### src/rtl/ptw_pkg.sv
// Shared encodings for the hashed page table walker.
// Assumes 32-bit words with big-endian halfword placement in memory.
package ptw_pkg;
    typedef enum logic [1:0] {
        ACC_FETCH = 2'b00,
        ACC_LOAD  = 2'b01,
        ACC_STORE = 2'b10
    } acc_e;

    localparam int REF_BIT   = 8;
    localparam int CHG_BIT   = 7;
    localparam int GUARD_BIT = 3;
    localparam int SEC_BIT   = 6;

    localparam logic [31:0] CODE_GUARD    = 32'h1000_0000;
    localparam logic [31:0] CODE_NOTFOUND = 32'h4000_0000;
    localparam logic [31:0] CODE_NF_STORE = 32'h4200_0000;
    localparam logic [31:0] CODE_PROT     = 32'h0A00_0000;

    // Status code for a walk that found no entry.
    function automatic logic [31:0] notfound_code(input logic [1:0] kind);
        return (kind == ACC_STORE) ? CODE_NF_STORE : CODE_NOTFOUND;
    endfunction
endpackage

### src/rtl/ptw_cursor.sv
// Slot cursor: holds the current group base and slot index and derives the
// tag, data-word and write-back byte addresses of the current entry.
// Assumes ENTRIES is a power of two.
module ptw_cursor #(
    parameter int AW          = 32,
    parameter int DW          = 32,
    parameter int ENTRIES     = 8,
    parameter int ENTRY_BYTES = 8
) (
    input  logic          clk,
    input  logic          rst_n,
    input  logic          load,
    input  logic [AW-1:0] base_in,
    input  logic          step,
    output logic [AW-1:0] tag_addr,
    output logic [AW-1:0] pte_addr,
    output logic [AW-1:0] wb_addr,
    output logic          last
);
    localparam int IW         = $clog2(ENTRIES);
    localparam int WORD_BYTES = DW / 8;
    localparam int HALF_BYTES = DW / 16;

    logic [AW-1:0] base_q;
    logic [IW-1:0] idx_q;

    // Restart at slot 0 of a new group, or advance one slot.
    always_ff @(posedge clk) begin
        if (!rst_n) begin
            base_q <= '0;
            idx_q  <= '0;
        end else if (load) begin
            base_q <= base_in;
            idx_q  <= '0;
        end else if (step) begin
            idx_q <= idx_q + 1'b1;
        end
    end

    // Byte addresses of the current entry's fields.
    always_comb begin
        tag_addr = base_q + AW'(idx_q) * AW'(ENTRY_BYTES);
        pte_addr = tag_addr + AW'(WORD_BYTES);
        wb_addr  = pte_addr + AW'(HALF_BYTES);
        last     = (idx_q == IW'(ENTRIES - 1));
    end
endmodule

### src/rtl/ptw_judge.sv
// Entry judge: from the matched second word, the access kind and the key,
// decides fault or load, the word to load and whether to write back.
// Purely combinational; the caller registers its result.
module ptw_judge #(
    parameter int DW = 32
) (
    input  logic [1:0]    kind,
    input  logic [DW-1:0] pte,
    input  logic          key,
    output logic          fault,
    output logic [31:0]   code,
    output logic          need_wb,
    output logic [DW-1:0] pte_out
);
    import ptw_pkg::*;

    localparam logic [DW-1:0] REF_M = DW'(1) << REF_BIT;
    localparam logic [DW-1:0] CHG_M = DW'(1) << CHG_BIT;

    logic [1:0] pp;
    logic       store_ok;

    // Guard, protection and referenced/changed policy per access kind.
    always_comb begin
        pp       = pte[1:0];
        store_ok = (pp == 2'b10) || (!pp[1] && !key);
        fault    = 1'b0;
        code     = '0;
        need_wb  = 1'b0;
        pte_out  = pte;
        if (acc_e'(kind) == ACC_STORE) begin
            if (!pte[CHG_BIT]) begin
                if (store_ok) begin
                    pte_out = pte | REF_M | CHG_M;
                    need_wb = 1'b1;
                end else begin
                    fault = 1'b1;
                    code  = CODE_PROT;
                end
            end
        end else if (acc_e'(kind) == ACC_FETCH && pte[GUARD_BIT]) begin
            fault = 1'b1;
            code  = CODE_GUARD;
        end else if (!pte[REF_BIT]) begin
            pte_out = pte | REF_M;
            need_wb = 1'b1;
        end
    end
endmodule

### src/rtl/ptw_walker.sv
// Hashed page table walker top: sequences the two-pass group search over a
// one-outstanding word-read port, then loads the buffer or raises a fault.
// Assumes memory answers each rd_req strobe with exactly one rd_valid.
module ptw_walker #(
    parameter int AW          = 32,
    parameter int DW          = 32,
    parameter int ENTRIES     = 8,
    parameter int ENTRY_BYTES = 8
) (
    input  logic          clk,
    input  logic          rst_n,
    input  logic          miss_valid,
    input  logic [1:0]    miss_kind,
    input  logic [AW-1:0] miss_ea,
    input  logic [DW-1:0] miss_cmp,
    input  logic [AW-1:0] miss_grp1,
    input  logic [AW-1:0] miss_grp2,
    input  logic          miss_key,
    output logic          rd_req,
    output logic [AW-1:0] rd_addr,
    input  logic          rd_valid,
    input  logic [DW-1:0] rd_data,
    output logic          wr_en,
    output logic [AW-1:0] wr_addr,
    output logic [DW/2-1:0] wr_half,
    output logic          tlb_we,
    output logic [AW-1:0] tlb_ea,
    output logic [DW-1:0] tlb_pte,
    output logic          flt_valid,
    output logic [31:0]   flt_code,
    output logic [AW-1:0] flt_ea,
    output logic [1:0]    flt_kind,
    output logic          busy
);
    import ptw_pkg::*;

    typedef enum logic [2:0] {
        S_IDLE, S_TAG_REQ, S_TAG_WAIT, S_PTE_REQ, S_PTE_WAIT, S_COMMIT, S_FAULT
    } state_e;

    state_e        state_q;
    logic [1:0]    kind_q;
    logic [AW-1:0] ea_q;
    logic [DW-1:0] cmp_q;
    logic [AW-1:0] grp2_q;
    logic          key_q;
    logic [DW-1:0] pte_q;
    logic          wb_q;
    logic [31:0]   code_q;

    logic          cur_load, cur_step, cur_last;
    logic [AW-1:0] cur_base, tag_addr, pte_addr, wb_addr;
    logic          j_fault, j_wb;
    logic [31:0]   j_code;
    logic [DW-1:0] j_pte;
    logic          tag_hit;

    ptw_cursor #(.AW(AW), .DW(DW), .ENTRIES(ENTRIES), .ENTRY_BYTES(ENTRY_BYTES)) u_cursor (
        .clk(clk), .rst_n(rst_n), .load(cur_load), .base_in(cur_base), .step(cur_step),
        .tag_addr(tag_addr), .pte_addr(pte_addr), .wb_addr(wb_addr), .last(cur_last)
    );

    ptw_judge #(.DW(DW)) u_judge (
        .kind(kind_q), .pte(rd_data), .key(key_q),
        .fault(j_fault), .code(j_code), .need_wb(j_wb), .pte_out(j_pte)
    );

    // Cursor control: new group on accept or on the secondary retry.
    always_comb begin
        tag_hit  = (rd_data == cmp_q);
        cur_load = 1'b0;
        cur_step = 1'b0;
        cur_base = miss_grp1;
        if (state_q == S_IDLE && miss_valid) begin
            cur_load = 1'b1;
        end else if (state_q == S_TAG_WAIT && rd_valid && !tag_hit) begin
            if (!cur_last) begin
                cur_step = 1'b1;
            end else if (!cmp_q[SEC_BIT]) begin
                cur_load = 1'b1;
                cur_base = grp2_q;
            end
        end
    end

    // Walk sequencer and captured miss context.
    always_ff @(posedge clk) begin
        if (!rst_n) begin
            state_q <= S_IDLE;
            kind_q  <= '0;
            ea_q    <= '0;
            cmp_q   <= '0;
            grp2_q  <= '0;
            key_q   <= 1'b0;
            pte_q   <= '0;
            wb_q    <= 1'b0;
            code_q  <= '0;
        end else begin
            case (state_q)
                S_IDLE: if (miss_valid) begin
                    kind_q  <= miss_kind;
                    ea_q    <= miss_ea;
                    cmp_q   <= miss_cmp;
                    grp2_q  <= miss_grp2;
                    key_q   <= miss_key;
                    state_q <= S_TAG_REQ;
                end
                S_TAG_REQ: state_q <= S_TAG_WAIT;
                S_TAG_WAIT: if (rd_valid) begin
                    if (tag_hit) begin
                        state_q <= S_PTE_REQ;
                    end else if (!cur_last) begin
                        state_q <= S_TAG_REQ;
                    end else if (!cmp_q[SEC_BIT]) begin
                        cmp_q[SEC_BIT] <= 1'b1;
                        state_q        <= S_TAG_REQ;
                    end else begin
                        code_q  <= notfound_code(kind_q);
                        state_q <= S_FAULT;
                    end
                end
                S_PTE_REQ: state_q <= S_PTE_WAIT;
                S_PTE_WAIT: if (rd_valid) begin
                    pte_q   <= j_pte;
                    wb_q    <= j_wb;
                    code_q  <= j_code;
                    state_q <= j_fault ? S_FAULT : S_COMMIT;
                end
                default: state_q <= S_IDLE;
            endcase
        end
    end

    // Port drive decoded from the sequencer state.
    always_comb begin
        busy      = (state_q != S_IDLE);
        rd_req    = (state_q == S_TAG_REQ) || (state_q == S_PTE_REQ);
        rd_addr   = (state_q == S_PTE_REQ) ? pte_addr : tag_addr;
        tlb_we    = (state_q == S_COMMIT);
        tlb_ea    = ea_q;
        tlb_pte   = pte_q;
        wr_en     = (state_q == S_COMMIT) && wb_q;
        wr_addr   = wb_addr;
        wr_half   = pte_q[DW/2-1:0];
        flt_valid = (state_q == S_FAULT);
        flt_code  = code_q;
        flt_ea    = ea_q;
        flt_kind  = kind_q;
    end
endmodule

### config.mk
export PLATFORM = sky130hd
export DESIGN_NAME = ptw_walker
export DESIGN_NICKNAME = d
export VERILOG_FILES = /design/src/rtl/ptw_pkg.sv /design/src/rtl/ptw_cursor.sv /design/src/rtl/ptw_judge.sv /design/src/rtl/ptw_walker.sv
export SDC_FILE = /design/constraint.sdc
export NUM_CORES = 1
export LEC_CHECK = 0
export ABC_CLOCK_PERIOD_IN_PS = 4900
export CORE_ASPECT_RATIO = 0.7
export CORE_MARGIN = 3
export CORE_UTILIZATION = 30
export CTS_BUF_LIST = sky130_fd_sc_hd__clkbuf_2
export CTS_CLUSTER_DIAMETER = 80
export DETAILED_ROUTE_END_ITERATION = 10
export GPL_TIMING_DRIVEN = 1
export PLACE_DENSITY_LB_ADDON = 0.08
export SYNTH_ARGS = -nofsm -noshare
export SYNTH_HDL_FRONTEND = slang
export SYNTH_SLANG_ARGS = --single-unit
### constraint.sdc
create_clock -name clk -period 4.9 [get_ports clk]
set_input_delay 0.98 -clock clk [delete_from_list [all_inputs] [get_ports clk]]
set_output_delay 0.98 -clock clk [all_outputs]
set_load 0.005 [all_outputs]
Word level (Yosys, flattened, before mapping)
Index checks and enable logic that the tools add are counted.
W data, S select, Z words.
Word-level totals
  register bits after elaboration: 202
  logic and storage cells: 104
Operators by class
  $add $sub $neg: 4
  equality and inequality tests: 16
  muxes and demuxes: 49
  bitwise gates (word level): 1
  reduce and logical (&&, ||, !) cells: 22
Operator list (count)
  $mux W32: 12
  $pmux W32 S2: 1
  $mux W9: 4
  $add A32 B2 Y32 const B: 1
  $add A32 B3 Y32 const B: 1
  $add A32 B6 Y32: 1
  $eq A32 B32 Y1: 1
  $mux W29: 1
  $mux W28: 1
  $mux W26: 1
  $mux W1: 19
  $mux W3: 6
  $pmux W3 S5: 1
  $eq A3 B3 Y1 const B: 4
  $ne A2 B2 Y1 const B: 6
  $mux W7: 1
  $eq A3 B2 Y1 const B: 2
  $logic_and A1 B1 Y1: 6
  $reduce_and A6 Y1: 1
  $reduce_and A5 Y1: 1
  $eq A2 B2 Y1 const B: 2
  $reduce_and A2 Y1: 2
  $reduce_bool A2 Y1: 2
  $add A3 B1 Y3 const B: 1
  11 further kinds: 14

Longest topological paths before layout
  word-level depth: 9
  depth in mapped cells: 14

Modules after synthesis
A second synthesis with hierarchy kept.
Unflattened totals
  cell total of the unflattened synthesis: 1459
  area total of the unflattened synthesis: 12418.2 µm²
By module, submodules not included
  ptw_walker: times used 1, cells each 929, area each 8079.0 µm²
  ptw_cursor: times used 1, cells each 456, area each 3786.1 µm²
  ptw_judge: times used 1, cells each 74, area each 553.0 µm²

Worst setup path after synthesis
Ideal clock, no wire load.
  path type: reg2out
  start point: reg u_cursor.idx_q[0]
  end point: out wr_addr[31]
  arrival time: 3.894 ns
  data required time: 3.920 ns
  setup slack: 0.026 ns
  stages on the path, launching flop included: 14
  buffers on the path: 1
  cell sequence: dfxtp_1 > ha_1 > fa_1 > buf_6 > and3_1 > o22a_1 > nor4_4 > xor2_1 > o2bb2a_1 > nor4_4 > nand4_1 > nor3b_2 > or4b_1 > xnor2_1
On the way
  longest elaborated chain between the ends: 3
Ends and longest elaborated chain
  start: declaration: RTL line ptw_cursor.sv:25  | logic [IW-1:0] idx_q;
  start signal: assignment: RTL line ptw_cursor.sv:36  | idx_q <= idx_q + 1'b1;
  $add A32 B6 Y32: RTL line ptw_cursor.sv:42  | tag_addr = base_q + AW'(idx_q) * AW'(ENTRY_BYTES);
  $add A32 B3 Y32: RTL line ptw_cursor.sv:43  | pte_addr = tag_addr + AW'(WORD_BYTES);
  $add A32 B2 Y32: RTL line ptw_cursor.sv:44  | wb_addr = pte_addr + AW'(HALF_BYTES);
  end: declaration: RTL line ptw_walker.sv:24  | output logic [AW-1:0] wr_addr,
Every way passes these cells.

Worst setup path after layout
  start point: reg u_cursor.base_q[3]
  end point: out wr_addr[28]
On the way
  longest elaborated chain between the ends: 3
Ends and longest elaborated chain
  start: declaration: RTL line ptw_cursor.sv:24  | logic [AW-1:0] base_q;
  start signal: assignment: RTL line ptw_cursor.sv:33  | base_q <= base_in;
  $add A32 B6 Y32: RTL line ptw_cursor.sv:42
  $add A32 B3 Y32: RTL line ptw_cursor.sv:43
  $add A32 B2 Y32: RTL line ptw_cursor.sv:44
Every way passes these cells.

==> results.py <==
metrics = {
    "timing": {
        "final_critical_path_setup_slack_ns": -1.03,
        "final.setup.tns_ns": -14.03,
        "final_min_period_over_clock_period_pct": 121,
        "clock.fmax_mhz": 169,
        "finalClockSkew_ns": 0.0475,
        "timing.slew.headroom_pct": 40.5,
        "slew_violations": 0,
        "tightestPinTransition_ns": 0.892,
        "finalWorstPathRequiredPeriod_ns": 5.93,
        "finalHoldViolations": 0,
        "rsz0062_at_grt": "yes",
        "finalSetupViolCount": 30,
    },
    "routing": {
        "via_count": 10700,
        "routed_via_density": 4.72,
        "firstDrtPassIters": 5,
        "routed_wire_length_per_instance_um": 17.6,
        "antenna_left": 0,
        "route.final.wire_length_um": 40000,
        "remaining_drc_errors": 0,
        "drt_first_iter_violations": 587,
    },
    "synth": {
        "yosysSeqAreaShare_pct": 32.2,
        "most_used_dff_post_synth": "dfxtp_1",
        "synth-edff-count": 0,
        "post_synth.cell_area_avg_um2": 8.18,
        "synthesis.instances": 1322,
        "yosysWarnings": 0,
        "syn_area_um2": 10800,
        "postSynth.asyncResetShare_pct": 0,
        "synth_seq_cells": 174,
        "synth.lib_cells_used.distinct": 99,
    },
    "global_routing": {
        "grt_overflow": 0,
        "grt_max_degree": 80,
        "antenna_violations_before_repair": 4,
        "grt_pass1_vias": 10300,
        "grtUsageTotal_pct": 20.4,
        "first_pass_grt_wire_length_um": 60800,
    },
    "clock_tree": {
        "insertion_delay_ns": 0.80,
        "cts_inserted_buffers": 17,
        "cts-htree-levels": 4,
        "clkSinkCount": 174,
        "worst_setup_hold_path_clk_slew_ns": 0.27,
        "cts_hold_repair.buffers": 0,
        "cts.root.buffer_cell": "clkbuf_2",
        "cts.path.max_buffers": 2,
        "cts_tree": "yes",
    },
    "critical_path": {
        "critPathRequiredTime_ns": 3.92,
        "timing.reg2reg.setup_slack_ns": 2.02,
        "critical_path.reg2reg.endpoint": "u_cursor.base_q[31]",
        "rr_worst_depth": 10,
        "cp-startpoint": "u_cursor.base_q[3]",
        "worst_r2r_startpoint": "cmp_q[26]",
        "end_kind": "output pin",
        "cp_data_arrival_time_ns": 4.95,
        "worstSetupPathType": "reg -> out",
        "crit_path_end": "wr_addr[28]",
        "critPathMaxFanout": 4,
        "setup.worst_path.start_class": "register",
    },
    "worst_hold_path": {
        "worst_hold_path_stage_count": 2,
        "path_type_of_the_worst_min_delay_path": "reg -> reg",
        "holdCritStartpoint": "grp2_q[3]",
    },
    "floorplan": {
        "ioPinCount": 382,
        "initial_utilization_pct": 30.8,
        "total_die_area_um2": 38400,
        "fp.dieW_um": 233,
        "core_area_um2": 35100,
        "row_count": 57,
        "die_height_um": 165,
    },
    "final_layout": {
        "highest_count_cells_in_the_layout_ignoring_fill_and_taps": "325 x nand2_1, 309 x clkdlybuf4s50_1, 171 x buf_4, 170 x dfxtp_1, 131 x a21boi_0",
        "nFillCells": 3433,
        "layout.area.seq_um2": 3490,
        "post_route_cells_drive_above_1_share_pct": 24.2,
        "area.growth.synth_to_final_pct": 55.2,
        "nets": 1955,
        "multiInputGateArea_um2": 7160,
        "final_common_cell": "nand2_1",
        "core_util_final_pct": 47.8,
    },
    "pwr": {
        "peak_supply_drop_mv": 0.151,
        "power_leakage_uw": 0.00689,
        "cellPowerDensity_nw_per_um2": 209,
    },
    "placement": {
        "gpl.final_weighted_congestion": 0.869,
        "buffer_ports.inserted": 353,
        "detailed_place_hpwl_um": 30100,
    },
    "outcome": {
        "failing_checks": "negative setup slack",
        "outcome": "complete, but fails checks",
    },
    "job": {
        "max_cap_violations": 0,
    },
}
## registers in the layout, summed over array words and instances (netlist names)
name	cells
u_cursor.idx_q	3
wb_q	1
state_q	3
u_cursor.base_q	32
cmp_q	32
flt_kind	2
tlb_pte	32
key_q	1
grp2_q	32
flt_code	4
flt_ea	32
## worst min-delay path by stage
stage | slack, ns | to
detailed placement | 0.46 | grp2_q[18]
global route | 0.50 | tlb_pte[23]
floorplan | 0.44 | grp2_q[0]
finish | 0.48 | grp2_q[3]
global placement | 0.45 | tlb_pte[28]
CTS | 0.48 | grp2_q[3]
## cells in the mapped netlist, drive strengths merged, types with 5 or more instances
| cell type | number | area share (%) |
|---|---|---|
| a21boi | 132 | 9.2 |
| a21oi | 18 | 0.97 |
| a31oi | 7 | 0.46 |
| and2 | 8 | 0.46 |
| and3 | 7 | 0.45 |
| buf | 98 | 6.6 |
| clkbuf | 63 | 2.2 |
| dfxtp | 174 | 32 |
| ha | 8 | 0.93 |
| inv | 12 | 0.42 |
| mux2i | 39 | 3.6 |
| nand2 | 334 | 12 |
| nand3 | 20 | 1.1 |
| nand4 | 30 | 2.0 |
| nor2 | 52 | 1.9 |
| nor2b | 15 | 0.87 |
| nor3 | 13 | 0.69 |
| nor3b | 10 | 0.74 |
| nor4 | 18 | 1.5 |
| o211a | 32 | 3.0 |
| o21ai | 16 | 0.74 |
| or3 | 8 | 0.51 |
| or4 | 5 | 0.42 |
| xnor2 | 98 | 8.2 |
| xor2 | 32 | 2.8 |
## critical path, stage by stage, from the launching register on
cell	delay [ns]
dfxtp_2	0.40
ha_4	0.16
fa_2	0.46
and3_4	0.24
o22a_1	0.26
nor4_4	0.38
buf_4	0.19
xor2_1	0.07
o2bb2a_4	0.22
buf_4	0.13
and4bb_2	0.36
nand4_1	0.20
or4b_4	0.62
a21boi_2	0.18
xnor2_1	0.14
buf_2	0.15
## repair_timing
action | 4_1_cts | 5_1_grt
endpoints found under the setup margin | 45 | 44
setup buffers | 34 | 13
cloned | 0 | 0
pin swaps | 79 | 36
resized for setup | 290 | 53
## per-stage QoR
step,hold WS [ns],worst slack (ns),std cells,area [µm²],total power [µW]
floorplan,0.443,0.0257,1349,10900,2090
global placement,0.451,-0.669,2191,15500,2620
detailed placement,0.458,-0.773,2191,15500,2630
CTS,0.484,-1.09,2257,16500,3540
global route,0.503,-1.32,2267,16800,3710
finish,0.478,-1.03,2268,16800,3510
## final cells by class
| type | count | share of cell area [%] |
|---|---|---|
| clock inverter | 14 | 1.07 |
| timing repair buffer | 572 | 31.1 |
| antenna | 4 | 0.0596 |
| clock buffer | 18 | 0.537 |
| multi-input combinational | 1002 | 42.7 |
| inverter | 12 | 0.268 |
| tap | 472 | 3.52 |
| sequential | 174 | 20.8 |
## cells by family (layout without fill, tap and decap cells)
group / count (synthesis) / in the layout / synth area share [%]
other: 1 / 32 / 0.0347
DFF: 174 / 174 / 32.2
adders and majority gates: 11 / 11 / 1.31
buffers and inverters: 173 / 616 / 9.22
AOI/OAI and AO/OA: 250 / 250 / 18.3
muxes: 39 / 39 / 3.61
and+or+nand+nor: 543 / 543 / 24.1
xor gates and xnor gates: 131 / 131 / 11.2
## power by group
group	switching [µW]	leakage [µW]	total [µW]	internal, µW
Sequential	89.2	0.00143	1600	1510
Clock	584	0.000158	883	299
Combinational	463	0.00531	1020	562
Total	1140	0.00689	3510	2370
## per-layer routing
metal  GRT usage, %  part of all wire [%]  up-vias
met5              0                 0.033        -
met4           3.83                  0.87        2
met3           4.02                   4.9       20
met2           30.8                    44      246
met1           30.2                    50     5115
li1               -                     -     5313
No activity file was read; power rests on OpenSTA's default activity.
